--- config.mk ---
export PLATFORM = sky130hd
export DESIGN_NAME = irq_collector
export DESIGN_NICKNAME = d
export VERILOG_FILES = /design/src/rtl/irq_pkg.sv /design/src/rtl/irq_pend.sv /design/src/rtl/irq_regs.sv /design/src/rtl/irq_gate.sv /design/src/rtl/irq_collector.sv
export SDC_FILE = /design/constraint.sdc
export NUM_CORES = 1
export LEC_CHECK = 0
export BUFFER_PORTS_ARGS = -buffer_cell sky130_fd_sc_hd__buf_2
export CORE_ASPECT_RATIO = 2
export CORE_UTILIZATION = 53
export CTS_BUF_LIST = sky130_fd_sc_hd__clkbuf_16
export CTS_CLUSTER_SIZE = 8
export DETAILED_ROUTE_END_ITERATION = 8
export HOLD_SLACK_MARGIN = 0.02
export PLACE_DENSITY = 0.85
export SYNTH_ARGS = -nofsm -noshare
export SYNTH_HDL_FRONTEND = slang
export SYNTH_SLANG_ARGS = --single-unit
--- constraint.sdc ---
create_clock -name clk -period 2.05 [get_ports clk]
set_input_delay 0.205 -clock clk [delete_from_list [all_inputs] [get_ports clk]]
set_output_delay 0.205 -clock clk [all_outputs]
set_load 0.005 [all_outputs]
--- src/rtl/irq_pkg.sv ---
package irq_pkg;
  parameter int unsigned NUM_SRC  = 19;
  parameter int unsigned BUS_DW   = 32;
  parameter int unsigned BUS_AW   = 4;
  parameter int unsigned GATE_BIT = 15;
  parameter logic [7:0]  OFS_MASK = 8'h00;
  parameter logic [7:0]  OFS_CLR  = 8'h04;
  parameter logic [7:0]  OFS_PEND = 8'h08;
endpackage

--- src/rtl/irq_pend.sv ---
module irq_pend #(
  parameter int unsigned NSRC = irq_pkg::NUM_SRC
) (
  input  logic            clk,
  input  logic            rst_n,
  input  logic [NSRC-1:0] req_i,
  input  logic [NSRC-1:0] clr_i,
  output logic [NSRC-1:0] pend_o
);
  logic [NSRC-1:0] req_q;
  logic [NSRC-1:0] set_w;
  logic [NSRC-1:0] pend_q;
  logic [NSRC-1:0] pend_d;

  assign set_w = req_i & ~req_q;

  always_ff @(posedge clk or negedge rst_n) begin
    if (!rst_n) req_q <= '0;
    else        req_q <= req_i;
  end

  for (genvar k = 0; k < NSRC; k++) begin : g_flag
    logic upd;
    assign upd       = set_w[k] | clr_i[k];
    assign pend_d[k] = set_w[k] ? 1'b1 : 1'b0;
    always_ff @(posedge clk or negedge rst_n) begin
      if (!rst_n)   pend_q[k] <= 1'b0;
      else if (upd) pend_q[k] <= pend_d[k];
    end
  end

  assign pend_o = pend_q;


  new_flag_has_edge_chk: assert property (@(posedge clk) disable iff (!rst_n)
    1'b1 |=> ((pend_q & ~$past(pend_q) & ~$past(set_w)) == '0));

  set_wins_chk: assert property (@(posedge clk) disable iff (!rst_n)
    (set_w != '0) |=> ((pend_q & $past(set_w)) == $past(set_w)));

  clear_works_chk: assert property (@(posedge clk) disable iff (!rst_n)
    ((clr_i & ~set_w) != '0) |=> ((pend_q & $past(clr_i & ~set_w)) == '0));
endmodule

--- src/rtl/irq_regs.sv ---
module irq_regs #(
  parameter int unsigned NSRC = irq_pkg::NUM_SRC,
  parameter int unsigned DW   = irq_pkg::BUS_DW,
  parameter int unsigned AW   = irq_pkg::BUS_AW
) (
  input  logic            clk,
  input  logic            rst_n,
  input  logic [AW-1:0]   addr_i,
  input  logic            wr_i,
  input  logic [DW-1:0]   wdata_i,
  input  logic [NSRC-1:0] pend_i,
  output logic [NSRC-1:0] mask_o,
  output logic [NSRC-1:0] clr_o,
  output logic [DW-1:0]   rdata_o
);
  localparam logic [AW-1:0] A_MASK = irq_pkg::OFS_MASK[AW-1:0];
  localparam logic [AW-1:0] A_CLR  = irq_pkg::OFS_CLR[AW-1:0];
  localparam logic [AW-1:0] A_PEND = irq_pkg::OFS_PEND[AW-1:0];
  localparam int unsigned   PADW   = DW - NSRC;

  logic            sel_mask, sel_clr, sel_pend;
  logic            mask_we;
  logic [NSRC-1:0] mask_q;
  logic [NSRC-1:0] mask_d;
  logic [DW-1:0]   unused_wdata;

  assign sel_mask     = (addr_i == A_MASK);
  assign sel_clr      = (addr_i == A_CLR);
  assign sel_pend     = (addr_i == A_PEND);
  assign mask_we      = wr_i & sel_mask;
  assign mask_d       = wdata_i[NSRC-1:0];
  assign unused_wdata = wdata_i;

  always_ff @(posedge clk or negedge rst_n) begin
    if (!rst_n)       mask_q <= '0;
    else if (mask_we) mask_q <= mask_d;
  end

  always_comb begin
    clr_o = '0;
    if (wr_i && sel_clr) clr_o = wdata_i[NSRC-1:0];
  end

  always_comb begin
    rdata_o = '0;
    if (sel_mask)      rdata_o = {{PADW{1'b0}}, mask_q};
    else if (sel_pend) rdata_o = {{PADW{1'b0}}, pend_i};
  end

  assign mask_o = mask_q;


  mask_write_chk: assert property (@(posedge clk) disable iff (!rst_n)
    (wr_i && sel_mask) |=> (mask_q == $past(wdata_i[NSRC-1:0])));

  mask_hold_chk: assert property (@(posedge clk) disable iff (!rst_n)
    !(wr_i && sel_mask) |=> $stable(mask_q));
endmodule

--- src/rtl/irq_gate.sv ---
module irq_gate #(
  parameter int unsigned NSRC  = irq_pkg::NUM_SRC,
  parameter int unsigned GBIT  = irq_pkg::GATE_BIT
) (
  input  logic            clk,
  input  logic            rst_n,
  input  logic [NSRC-1:0] pend_i,
  input  logic [NSRC-1:0] mask_i,
  input  logic            rdy_mode_i,
  output logic            irq_o
);
  logic [NSRC-1:0] eff_mask;
  logic            master_ok;
  logic            irq_d;
  logic            irq_q;

  always_comb begin
    eff_mask       = mask_i;
    eff_mask[GBIT] = mask_i[GBIT] & rdy_mode_i;
    master_ok      = rdy_mode_i | mask_i[GBIT];
    irq_d          = master_ok & (|(pend_i & eff_mask));
  end

  always_ff @(posedge clk or negedge rst_n) begin
    if (!rst_n) irq_q <= 1'b0;
    else        irq_q <= irq_d;
  end

  assign irq_o = irq_q;


  master_off_chk: assert property (@(posedge clk) disable iff (!rst_n)
    (!rdy_mode_i && !mask_i[GBIT]) |=> !irq_q);

  nothing_enabled_chk: assert property (@(posedge clk) disable iff (!rst_n)
    ((pend_i & mask_i) == '0) |=> !irq_q);
endmodule

--- src/rtl/irq_collector.sv ---
module irq_collector #(
  parameter int unsigned NSRC = irq_pkg::NUM_SRC,
  parameter int unsigned DW   = irq_pkg::BUS_DW,
  parameter int unsigned AW   = irq_pkg::BUS_AW,
  parameter int unsigned GBIT = irq_pkg::GATE_BIT
) (
  input  logic            clk,
  input  logic            rst_n,
  input  logic [NSRC-1:0] req_i,
  input  logic            rdy_mode_i,
  input  logic [AW-1:0]   bus_addr_i,
  input  logic            bus_wr_i,
  input  logic [DW-1:0]   bus_wdata_i,
  output logic [DW-1:0]   bus_rdata_o,
  output logic            cpu_irq_o
);
  logic [NSRC-1:0] pend_w;
  logic [NSRC-1:0] mask_w;
  logic [NSRC-1:0] clr_w;

  irq_pend #(.NSRC(NSRC)) u_pend (
    .clk(clk), .rst_n(rst_n), .req_i(req_i), .clr_i(clr_w), .pend_o(pend_w)
  );

  irq_regs #(.NSRC(NSRC), .DW(DW), .AW(AW)) u_regs (
    .clk(clk), .rst_n(rst_n), .addr_i(bus_addr_i), .wr_i(bus_wr_i),
    .wdata_i(bus_wdata_i), .pend_i(pend_w), .mask_o(mask_w),
    .clr_o(clr_w), .rdata_o(bus_rdata_o)
  );

  irq_gate #(.NSRC(NSRC), .GBIT(GBIT)) u_gate (
    .clk(clk), .rst_n(rst_n), .pend_i(pend_w), .mask_i(mask_w),
    .rdy_mode_i(rdy_mode_i), .irq_o(cpu_irq_o)
  );


  reserved_zero_chk: assert property (@(posedge clk) disable iff (!rst_n)
    bus_rdata_o[DW-1:NSRC] == '0);
endmodule

==> results.toml <==
[cts]
worstSkewPairLatency_ns = 0.32
cts_root_buf = "clkbuf_16"
post_cts_buffers = 0
htreeDepth = 3
clockBufferDepth = 2
holdBufCountCts = 20
ctsResizeCount = 0
numCtsBuffers = 9
clk_pin_slew_worst_paths_ns = 0.05
cts_tree = "built"
clock_sinks = 58

[critical_path]
cp.required_ns = 2.25
r2r_slack_ns = 0.47
cp.arrival_ns = 1.78
crit_type = "flip-flop to flip-flop"
cp-start-kind = "flip-flop"
critPathCaptureType = "flip-flop"
r2r_end = "u_gate.irq_o$_DFF_PN0_"
cp_max_fo = 3
rr_worst_depth = 5
r2r-start = "u_regs.mask_o[13]$_DFFE_PN0P_"

[global_routing]
grt_pass1_vias = 2140
grt_start_max_net_pins = 32
overflow = 0
grt_pass1_wl_mm = 9.846
antenna_found_initial = 0
grt.total_usage = 0.2678

[cells_and_area]
drive_above_1_share = 0.3344
final_common_cell = "buf_2"
syn_to_final_growth_pct = 32.44
final_cell_mix = "65 x buf_2, 58 x dfrtp_1, 23 x a22o_1"
nNetsFinal = 365
antennaDiodeCount = 0

[worst_hold_path]
whs_endpoint = "u_regs.mask_o[3]$_DFFE_PN0P_"
holdCritPathClass = "primary input to flip-flop"
hold_depth = 2
hold_path_startpoint = "bus_wdata_i[3]"

[floorplan]
io_pins = 92
die_width_um = 51.12
coreArea_um2 = 4598
row_count = 35
initial_core_util = 0.5562
die_h_um = 100.2
dieArea_um2 = 5124

[synth]
synth.distinct_cells = 22
synth_compound_area_frac = 0.09834
synthCells = 212
synthSimpleGateAreaFrac = 0.07730
synthMuxAreaShare = 0.1727
seq_area_frac_synth = 0.5675
netlist_area_um2 = 2557
synthAdderAreaFrac = 0
synth-xor-area-share = 0
avgSynthCellArea_um2 = 12.06
synth_seq_cells = 58
synth_warnings = 0
synth_top_family_by_area = "multiplexers"

[place]
dpl.hpwl_mm = 3.823
portBuffers = 65
gp_congestion = 0.7503

[route]
drt_first_iter_violations = 33
vias = 1921
drc_errors = 0
ant_nets = 0
drt-wirelength-per-cell_um = 16.05
via_per_inst = 5.249
drtPass1Iterations = 4
finalWirelength_mm = 5.875

[pwr]
irDropWorstVdd_uv = 726.5
total_power_mw = 3.187
powerDensity_nw_per_um2 = 940.9
p_leak_nw = 1.778

[run_status]
outcome = "completed"

[sta]
slew_viol_final = 0
period_minus_slack_ns = 1.578
finalHoldViolations = 0
setup_violations = 0
finalSetupTns_ns = 0
skew_ns = 0.005065
fmax_ghz = 0.6339
rsz0062_at_grt = "false"
fin_crit_sh = 0.7696

[run]
maxCapViolations = 0
-- stage by stage --
stage	hold WS, ns	cells	worst slack [ns]	cell area (um2)	util
6_report	0.1314	366	0.4724	3387	0.7366
5_1_grt	0.1309	366	0.3963	3387	0.7366
4_1_cts	0.1224	366	0.4439	3387	0.7366
3_5_place_dp	0.1306	330	0.2816	2902	0.6310
3_3_place_gp	0.1236	330	0.3105	2902	0.6310
2_1_floorplan	-0.09059	224	0.3854	2603	-
-- worst max path at each step --
stage / start / slack, ns / end / depth (start not counted)
finish: u_regs.mask_o[13]$_DFFE_PN0P_ / 0.47 / u_gate.irq_o$_DFF_PN0_ / 5
global route: u_regs.mask_o[13]$_DFFE_PN0P_ / 0.40 / u_gate.irq_o$_DFF_PN0_ / 5
CTS: u_regs.mask_o[13]$_DFFE_PN0P_ / 0.44 / u_gate.irq_o$_DFF_PN0_ / 5
detailed placement: bus_addr_i[2] / 0.28 / u_regs.mask_o[12]$_DFFE_PN0P_ / 5
global placement: bus_addr_i[2] / 0.31 / u_regs.mask_o[12]$_DFFE_PN0P_ / 5
floorplan: bus_addr_i[2] / 0.39 / u_regs.mask_o[0]$_DFFE_PN0P_ / 5
-- final cells by class --
| class | instances | area (um2) |
|---|---|---|
| sequential | 58 | 1451 |
| fill | 324 | 1211 |
| multi-input combinational | 127 | 939.7 |
| timing repair buffer | 91 | 570.5 |
| clock buffer | 9 | 225.2 |
| inverter | 19 | 71.32 |
| tap | 55 | 68.82 |
| clock inverter | 7 | 60.06 |
-- where the power goes --
part | total (mW) | internal [mW] | switching, mW
clock | 1.41 | 0.923 | 0.489
combinational | 0.407 | 0.242 | 0.165
sequential | 1.37 | 1.27 | 0.0961
-- flip-flops by register name, indices dropped and copies added (netlist names) --
signal         flops
u_gate.irq_o       1
u_pend.pend_o     19
u_pend.req_q      19
u_regs.mask_o     19
-- cells in the mapped netlist --
master,number,area (um2)
a221oi_1,4,35.03
buf_1,1,3.750
mux2_2,9,101.4
mux2_4,10,150.1
buf_2,1,5.000
buf_4,13,97.59
mux2i_1,19,190.2
nand3_1,1,5.000
nor3_2,1,10.01
nor2_1,19,71.32
nand3b_1,1,7.510
a22o_1,23,201.4
and3_1,1,6.260
buf_6,2,22.52
inv_1,19,71.32
conb_1,1,3.750
clkbuf_1,3,11.26
nand2_1,22,82.58
or3b_1,1,8.760
a22oi_1,2,15.01
or3_1,1,6.260
dfrtp_1,58,1451
-- layer usage --
metal  up-vias  share of wire  GRT usage
met5         -              0          0
met4         0          0.017     0.1346
met3        11          0.035    0.05152
met2        63           0.56     0.4626
met1       963           0.39     0.3052
li1        884              -          -
-- logic make-up (layout without fill, tap and decap cells) --
kind of cell,Yosys count,in the layout
compound gates,29,29
mux,38,38
other cells,1,13
buf+inv,39,126
simple gates,47,47
flops,58,58
-- worst max-delay path: stages, from the launching register on --
cell and delay [ns]:
dfrtp_1 0.40, a22o_1 0.24, a221oi_1 0.30, and3_1 0.23
nand2_1 0.06, a22o_1 0.23
Note: power is estimated with default switching activity, not from simulation.
